--- src/rtl/cxc_pkg.sv ---
package cxc_pkg;
  localparam int CODE_W = 3;

  typedef enum logic [CODE_W-1:0] {
    CC_ALWAYS = 3'd0,
    CC_STOP   = 3'd1,
    CC_EQ     = 3'd2,
    CC_NE     = 3'd3,
    CC_GE     = 3'd4,
    CC_GT     = 3'd5,
    CC_LE     = 3'd6,
    CC_LT     = 3'd7
  } cc_e;

  // "below" is the ordering result of the last compare:
  // signed -> sign xor overflow, unsigned -> borrow.
  function automatic logic cc_below(input logic sgn, input logic c,
                                    input logic s, input logic v);
    return sgn ? (s ^ v) : c;
  endfunction

  function automatic logic cc_eval(input cc_e code, input logic sgn,
                                   input logic z, input logic c,
                                   input logic s, input logic v);
    logic lt;
    lt = cc_below(sgn, c, s, v);
    unique case (code)
      CC_ALWAYS: return 1'b1;
      CC_STOP:   return 1'b0;
      CC_EQ:     return z;
      CC_NE:     return ~z;
      CC_GE:     return ~lt;
      CC_GT:     return ~lt & ~z;
      CC_LE:     return lt | z;
      CC_LT:     return lt;
      default:   return 1'b0;
    endcase
  endfunction
endpackage

--- src/rtl/cxc_cond_eval.sv ---
module cxc_cond_eval
  import cxc_pkg::*;
(
  input  cc_e  mode,
  input  logic sgn,
  input  logic z,
  input  logic c,
  input  logic s,
  input  logic v,
  output logic pass
);
  always_comb pass = cc_eval(mode, sgn, z, c, s, v);
endmodule

--- src/rtl/cxc_mode_reg.sv ---
module cxc_mode_reg
  import cxc_pkg::*;
(
  input  logic clk,
  input  logic rst_n,
  input  logic load_en,
  input  cc_e  load_code,
  input  logic clear_en,
  output cc_e  mode_q
);
  always_ff @(posedge clk) begin
    if (!rst_n)        mode_q <= CC_ALWAYS;
    else if (load_en)  mode_q <= load_code;
    else if (clear_en) mode_q <= CC_ALWAYS;
  end
endmodule

--- src/rtl/cxc_halt_latch.sv ---
module cxc_halt_latch (
  input  logic clk,
  input  logic rst_n,
  input  logic set_en,
  output logic halt_q
);
  always_ff @(posedge clk) begin
    if (!rst_n)      halt_q <= 1'b0;
    else if (set_en) halt_q <= 1'b1;
  end
endmodule

--- src/rtl/cond_exec_ctrl.sv ---
module cond_exec_ctrl
  import cxc_pkg::*;
(
  input  logic              clk,
  input  logic              rst_n,
  input  logic              instr_valid,
  input  logic              is_cond,
  input  logic [CODE_W-1:0] cond_code,
  input  logic              flag_zero,
  input  logic              flag_carry,
  input  logic              flag_sign,
  input  logic              flag_ovf,
  input  logic              signed_cmp,
  input  logic              writes_pc,
  output logic              commit,
  output logic              halt
);
  cc_e  mode_q;
  cc_e  sel_code;
  logic cond_fire;
  logic test_pass;
  logic pc_clear;
  logic stop_fire;

  assign sel_code  = cc_e'(cond_code);
  assign cond_fire = instr_valid & is_cond;
  assign stop_fire = cond_fire & (sel_code == CC_STOP);

  cxc_cond_eval u_eval (
    .mode (mode_q),
    .sgn  (signed_cmp),
    .z    (flag_zero),
    .c    (flag_carry),
    .s    (flag_sign),
    .v    (flag_ovf),
    .pass (test_pass)
  );

  assign commit   = instr_valid & (is_cond | test_pass);
  assign pc_clear = instr_valid & ~is_cond & commit & writes_pc;

  cxc_mode_reg u_mode (
    .clk       (clk),
    .rst_n     (rst_n),
    .load_en   (cond_fire),
    .load_code (sel_code),
    .clear_en  (pc_clear),
    .mode_q    (mode_q)
  );

  cxc_halt_latch u_halt (
    .clk    (clk),
    .rst_n  (rst_n),
    .set_en (stop_fire),
    .halt_q (halt)
  );
endmodule

--- config.mk ---
export PLATFORM = sky130hd
export DESIGN_NAME = cond_exec_ctrl
export DESIGN_NICKNAME = d
export VERILOG_FILES = /design/src/rtl/cxc_pkg.sv /design/src/rtl/cxc_cond_eval.sv /design/src/rtl/cxc_mode_reg.sv /design/src/rtl/cxc_halt_latch.sv /design/src/rtl/cond_exec_ctrl.sv
export SDC_FILE = /design/constraint.sdc
export NUM_CORES = 1
export LEC_CHECK = 0
export ABC_AREA = 1
export BUFFER_PORTS_ARGS = -buffer_cell sky130_fd_sc_hd__buf_4
export CAP_MARGIN = 25
export CELL_PAD_IN_SITES_DETAIL_PLACEMENT = 1
export CELL_PAD_IN_SITES_GLOBAL_PLACEMENT = 1
export CORE_AREA = 2 2 39 41
export CTS_CLUSTER_SIZE = 20
export DETAILED_ROUTE_END_ITERATION = 7
export DIE_AREA = 0 0 41 43
export PLACE_DENSITY = 0.59
export SLEW_MARGIN = 5
export SYNTH_ARGS = -nofsm -noshare
export SYNTH_HDL_FRONTEND = slang
export SYNTH_SLANG_ARGS = --single-unit
--- constraint.sdc ---
create_clock -name clk -period 1.3 [get_ports clk]
set_clock_uncertainty 0.15 [all_clocks]
set_input_delay 0.26 -clock clk [delete_from_list [all_inputs] [get_ports clk]]
set_output_delay 0.26 -clock clk [all_outputs]
set_load 0.02 [all_outputs]
# ---- Word-level counts from Yosys, hierarchy flattened
# Cells that the tools add are included.
dict set report op_classes {
  reduce_logical 2
  n_mux 4
  bitwise_logic 13
  eq_ne 8
}
# op n
set ops {}
lappend ops {{$eq 3x3->1 const B} 4}
lappend ops {{$pmux 1 s8} 1}
lappend ops {{$and 1x1->1} 7}
lappend ops {{$eq 3x1->1 const B} 2}
lappend ops {{$eq 3x2->1 const B} 2}
lappend ops {{$mux 3} 2}
lappend ops {{$logic_not 3->1} 1}
lappend ops {{$not 1->1} 3}
lappend ops {{$or 1x1->1} 2}
lappend ops {{$reduce_bool 2->1} 1}
lappend ops {{$mux 1} 1}
lappend ops {{$xor 1x1->1} 1}
dict set report word_totals {
  in_bits 13
  reg_bits 4
  wordCells 29
  out_inout_bits 2
}

# ---- Longest topological paths before layout
dict set report logic_depth {
  ltp_word 11
  mapped_depth 9
  depth_no_buf 9
}

# ---- By module
# A second synthesis with hierarchy kept.
dict set report unflattened {
  hier_cells 53
  hier_area_um2 282.8
}
# module cells_each area_each_um2 instances seq_area_each_um2
set by_module_without_submodules {}
lappend by_module_without_submodules {cxc_mode_reg 14 107.6 1 60.1}
lappend by_module_without_submodules {cxc_cond_eval 23 97.6 1 0.0}
lappend by_module_without_submodules {cond_exec_ctrl 12 46.3 1 0.0}
lappend by_module_without_submodules {cxc_halt_latch 4 31.3 1 20.0}

# ---- Worst setup path before layout
# No wires, ideal clock.
dict set report synth_path {
  path_type {input port to output port}
  from {input port flag_carry}
  to {output port commit}
  path_slack_ns -0.300
  arrival_ns 1.190
  cell_stages 4
  n_path_buf 0
  t_required_ns 0.890
  cell_sequence {or2_2 -> nand3_1 -> nand3_1 -> a21boi_0}
}
dict set report synth_between {
  elab_chain_cells 6
  word_cells_on_any_way 7
  cone_classes {mux (2); bitwise (5)}
}
# item line_no
set synth_rtl {}
lappend synth_rtl {{start, declared} cond_exec_ctrl.sv:10} ;# input logic flag_carry,
lappend synth_rtl {{$mux 1 (*)} cxc_pkg.sv:19} ;# return sgn ? (s ^ v) : c;
lappend synth_rtl {{$not 1->1} {cxc_pkg.sv:32, cxc_pkg.sv:33}}
lappend synth_rtl {{$and 1x1->1} cxc_pkg.sv:33} ;# CC_GT: return ~lt & ~z;
lappend synth_rtl {{$pmux 1 s8 (*)} cxc_pkg.sv:27} ;# unique case (code)
lappend synth_rtl {{$or 1x1->1 (*)} cond_exec_ctrl.sv:39} ;# assign commit = instr_valid & (is_cond | test_pass);
lappend synth_rtl {{$and 1x1->1 (*)} cond_exec_ctrl.sv:39}
lappend synth_rtl {{end, declared} cond_exec_ctrl.sv:15} ;# output logic commit,
# Every way passes the cells marked *; elsewhere a longest branch is shown, timed or not.

# ---- Worst setup path in the final report
dict set report layout_path {
  from {register u_mode.mode_q[2]}
  to {output port commit}
}
dict set report layout_between {
  elab_chain_cells 4
  word_cells_on_any_way 11
  cone_classes {eq/ne (7); mux (1); bitwise (2); reduce/logical (1)}
}
# item line_no
set layout_rtl {}
lappend layout_rtl {{start, declared} cxc_mode_reg.sv:9} ;# output cc_e mode_q
lappend layout_rtl {{start signal, assigned} cxc_mode_reg.sv:13} ;# else if (load_en) mode_q <= load_code;
lappend layout_rtl {{$eq 3x3->1, or another cell as far along} -}
lappend layout_rtl {{$pmux 1 s8 (*)} cxc_pkg.sv:27}
lappend layout_rtl {{$or 1x1->1 (*)} cond_exec_ctrl.sv:39}
lappend layout_rtl {{$and 1x1->1 (*)} cond_exec_ctrl.sv:39}
# Marks and branches as above.

==> flow_metrics.py <==
metrics = {
    "yosys": {
        "synth_area_sq_um": 270,
        "yosys_warnings": 0,
        "ys_seq_area_frac": 0.296,
        "syn-num-nets": 58,
        "avgSynthCellArea_sq_um": 6.01,
        "yosysUniqueCellTypes": 11,
        "yosys_register_bits": 4,
        "netlist_instances": 45,
    },
    "sta": {
        "finalCritPeriodShare": 1.21,
        "drv_slew": 0,
        "worst_slack_ns": -0.276,
        "finalSetupTns_ns": -0.428,
        "final.min_clock_period_ns": 1.58,
        "setup_viol": 4,
        "rsz0062_at_grt": "yes",
        "fmax_mhz": 634,
        "tightest_slew_ns": 0.196,
        "hold_violations": 0,
        "relSlewSlack": 0.869,
    },
    "cells_and_area": {
        "final_common_cell": "buf_4",
        "fin_nets": 81,
        "antennaDiodeCount": 0,
        "syn_to_final_growth_pct": 95.4,
        "drive_gt1_frac": 0.606,
        "post-route-util": 0.382,
        "layout_common_cells": "buf_4 (17), nand2_1 (11), inv_1 (6), nand3_2 (5), nand3_1 (4)",
    },
    "power_and_ir_drop": {
        "internal_power_uw": 293,
        "power_frac_seq": 0.337,
        "clock_power_share": 0.375,
        "switching_power_uw": 104,
        "power_density_mw_per_mm2": 751,
        "p_leak_uw": 0.000249,
        "vdd_drop_max_mv": 0.392,
        "comb_power_share": 0.289,
        "swShare": 0.262,
        "total_power_uw": 397,
    },
    "global_route": {
        "grt_pass1_vias": 336,
        "antenna_found_initial": 0,
        "grtUsageTotal": 0.0962,
        "grt_max_degree": 5,
        "grt_pass1_wl_um": 1170,
        "grt_overflow": 0,
    },
    "floorplan": {
        "io_pins": 15,
        "initial_core_util": 0.195,
        "dieHeight_um": 43,
        "dieArea_sq_mm": 0.00176,
        "die_w_um": 41,
        "design.core.area_sq_mm": 0.00138,
        "row_count": 14,
    },
    "detailed_routing": {
        "vias": 356,
        "wire_per_inst_um": 9.40,
        "drc": 0,
        "via_per_inst": 4.34,
        "drt-total-wl_um": 771,
        "dr.pass1.iters": 1,
        "final_antenna_net_count": 0,
        "drt_iter0_markers": 0,
    },
    "setup_path": {
        "ff2ff_path_depth": 7,
        "cp.required_ns": 0.89,
        "crit_type": "reg2out",
        "ff2ff_setup_slack_ns": -0.07,
        "r2r-end": "u_mode.mode_q[0]",
        "rr_startpoint": "u_mode.mode_q[0]",
        "startpoint_type": "flop",
        "cp-end-kind": "output pin",
        "crit_arrival_ns": 1.17,
        "path_max_fanout": 2,
    },
    "outcome": {
        "status": "complete, but fails checks",
        "violations": "negative setup slack",
    },
    "clock_tree": {
        "htreeDepth": 1,
        "tritoncts": "done",
        "clkTransAtPathRegs_ns": 0.04,
        "cts-root-buf": "clkbuf_4",
        "clock_sinks": 4,
        "cts_max_path_buffers": 2,
        "cts_hold_buffers": 0,
        "insertion_delay_ns": 0.23,
        "cts_buffers": 3,
    },
    "hold_path": {
        "hold_depth": 3,
        "min_from": "cond_code[1]",
        "hold_class": "in2reg",
        "whs_endpoint": "u_mode.mode_q[1]",
    },
    "flow_run": {
        "max_cap_violations": 0,
    },
    "place": {
        "numPortBuffers": 14,
        "place_congestion": 0.579,
        "dp_hpwl_um": 607,
    },
}
==> stage by stage <==
| stage | worst slack [ns] | cell area (sq um) | instances | hold WS [ns] |
|---|---|---|---|---|
| after detailed placement | -0.167 | 442 | 78 | 0.330 |
| final | -0.276 | 528 | 82 | 0.154 |
| after global routing | -0.353 | 528 | 82 | 0.163 |
| after floorplan | -0.00283 | 294 | 45 | 0.257 |
| after global placement | -0.165 | 442 | 78 | 0.316 |
| after CTS | -0.369 | 477 | 81 | 0.142 |
==> area by class of cell <==
class	instances	area (sq um)
fillers	185	856
flip-flops and latches	4	86.3
clock buffers	3	22.5
well taps	16	20.0
multi-input cells	34	234
inverters	7	26.3
repair buffers	18	139
==> power by group through the flow <==
stage | clock network [uW] | logic, uW | registers [uW]
after floorplan | 0 | 46.2 | 134
after global placement | 0 | 97.0 | 133
after detailed placement | 0 | 97.5 | 134
after CTS | 161 | 101 | 133
after global routing | 167 | 125 | 134
final | 149 | 114 | 133
==> logic make-up after synthesis <==
logic type / synth area share
and+or+nand+nor: 0.505
buffers and inverters: 0.0972
AOI/OAI and AO/OA: 0.102
DFF: 0.296
==> worst max-delay path by stage <==
stage / to / startpoint / slack, ns
floorplan: u_mode.mode_q[2] / u_mode.mode_q[2] / -0.003
global placement: commit / flag_carry / -0.17
detailed placement: commit / flag_carry / -0.17
CTS: commit / u_mode.mode_q[0] / -0.37
global route: commit / u_mode.mode_q[2] / -0.35
finish: commit / u_mode.mode_q[2] / -0.28
==> sequential cells by signal, indices dropped and copies added (netlist names) <==
register       cells
u_halt.halt_q      1
u_mode.mode_q      3
==> routing by layer <==
| metal | up-vias | part of all wire | track usage |
|---|---|---|---|
| met5 | - | 0 | 0 |
| met4 | 0 | 0 | 0.0400 |
| met3 | 0 | 0.082 | 0.0366 |
| met2 | 10 | 0.54 | 0.166 |
| met1 | 158 | 0.37 | 0.0958 |
| li1 | 188 | - | - |
==> synthesized netlist by cell type <==
cell,n,share of area
a21oi_1,4,0.074
dfxtp_1,4,0.30
inv_1,7,0.097
nand2_1,13,0.18
a21boi_0,1,0.028
nor2_1,3,0.042
nand3_2,1,0.037
or2_2,1,0.023
nor3_2,1,0.037
nor3_1,2,0.037
nand3_1,8,0.15
==> critical path: stages, from the launching register on <==
cell,delay [ns]
dfxtp_2,0.31
buf_4,0.13
nor3_4,0.15
nor3_4,0.07
a21boi_4,0.15
buf_6,0.13
==> what timing repair did <==
action,CTS,global route
pin swaps,1,5
buffers inserted,0,1
gates resized for setup,5,12
endpoints found under the setup margin,4,4
Note: power is estimated with default switching activity, not from simulation.
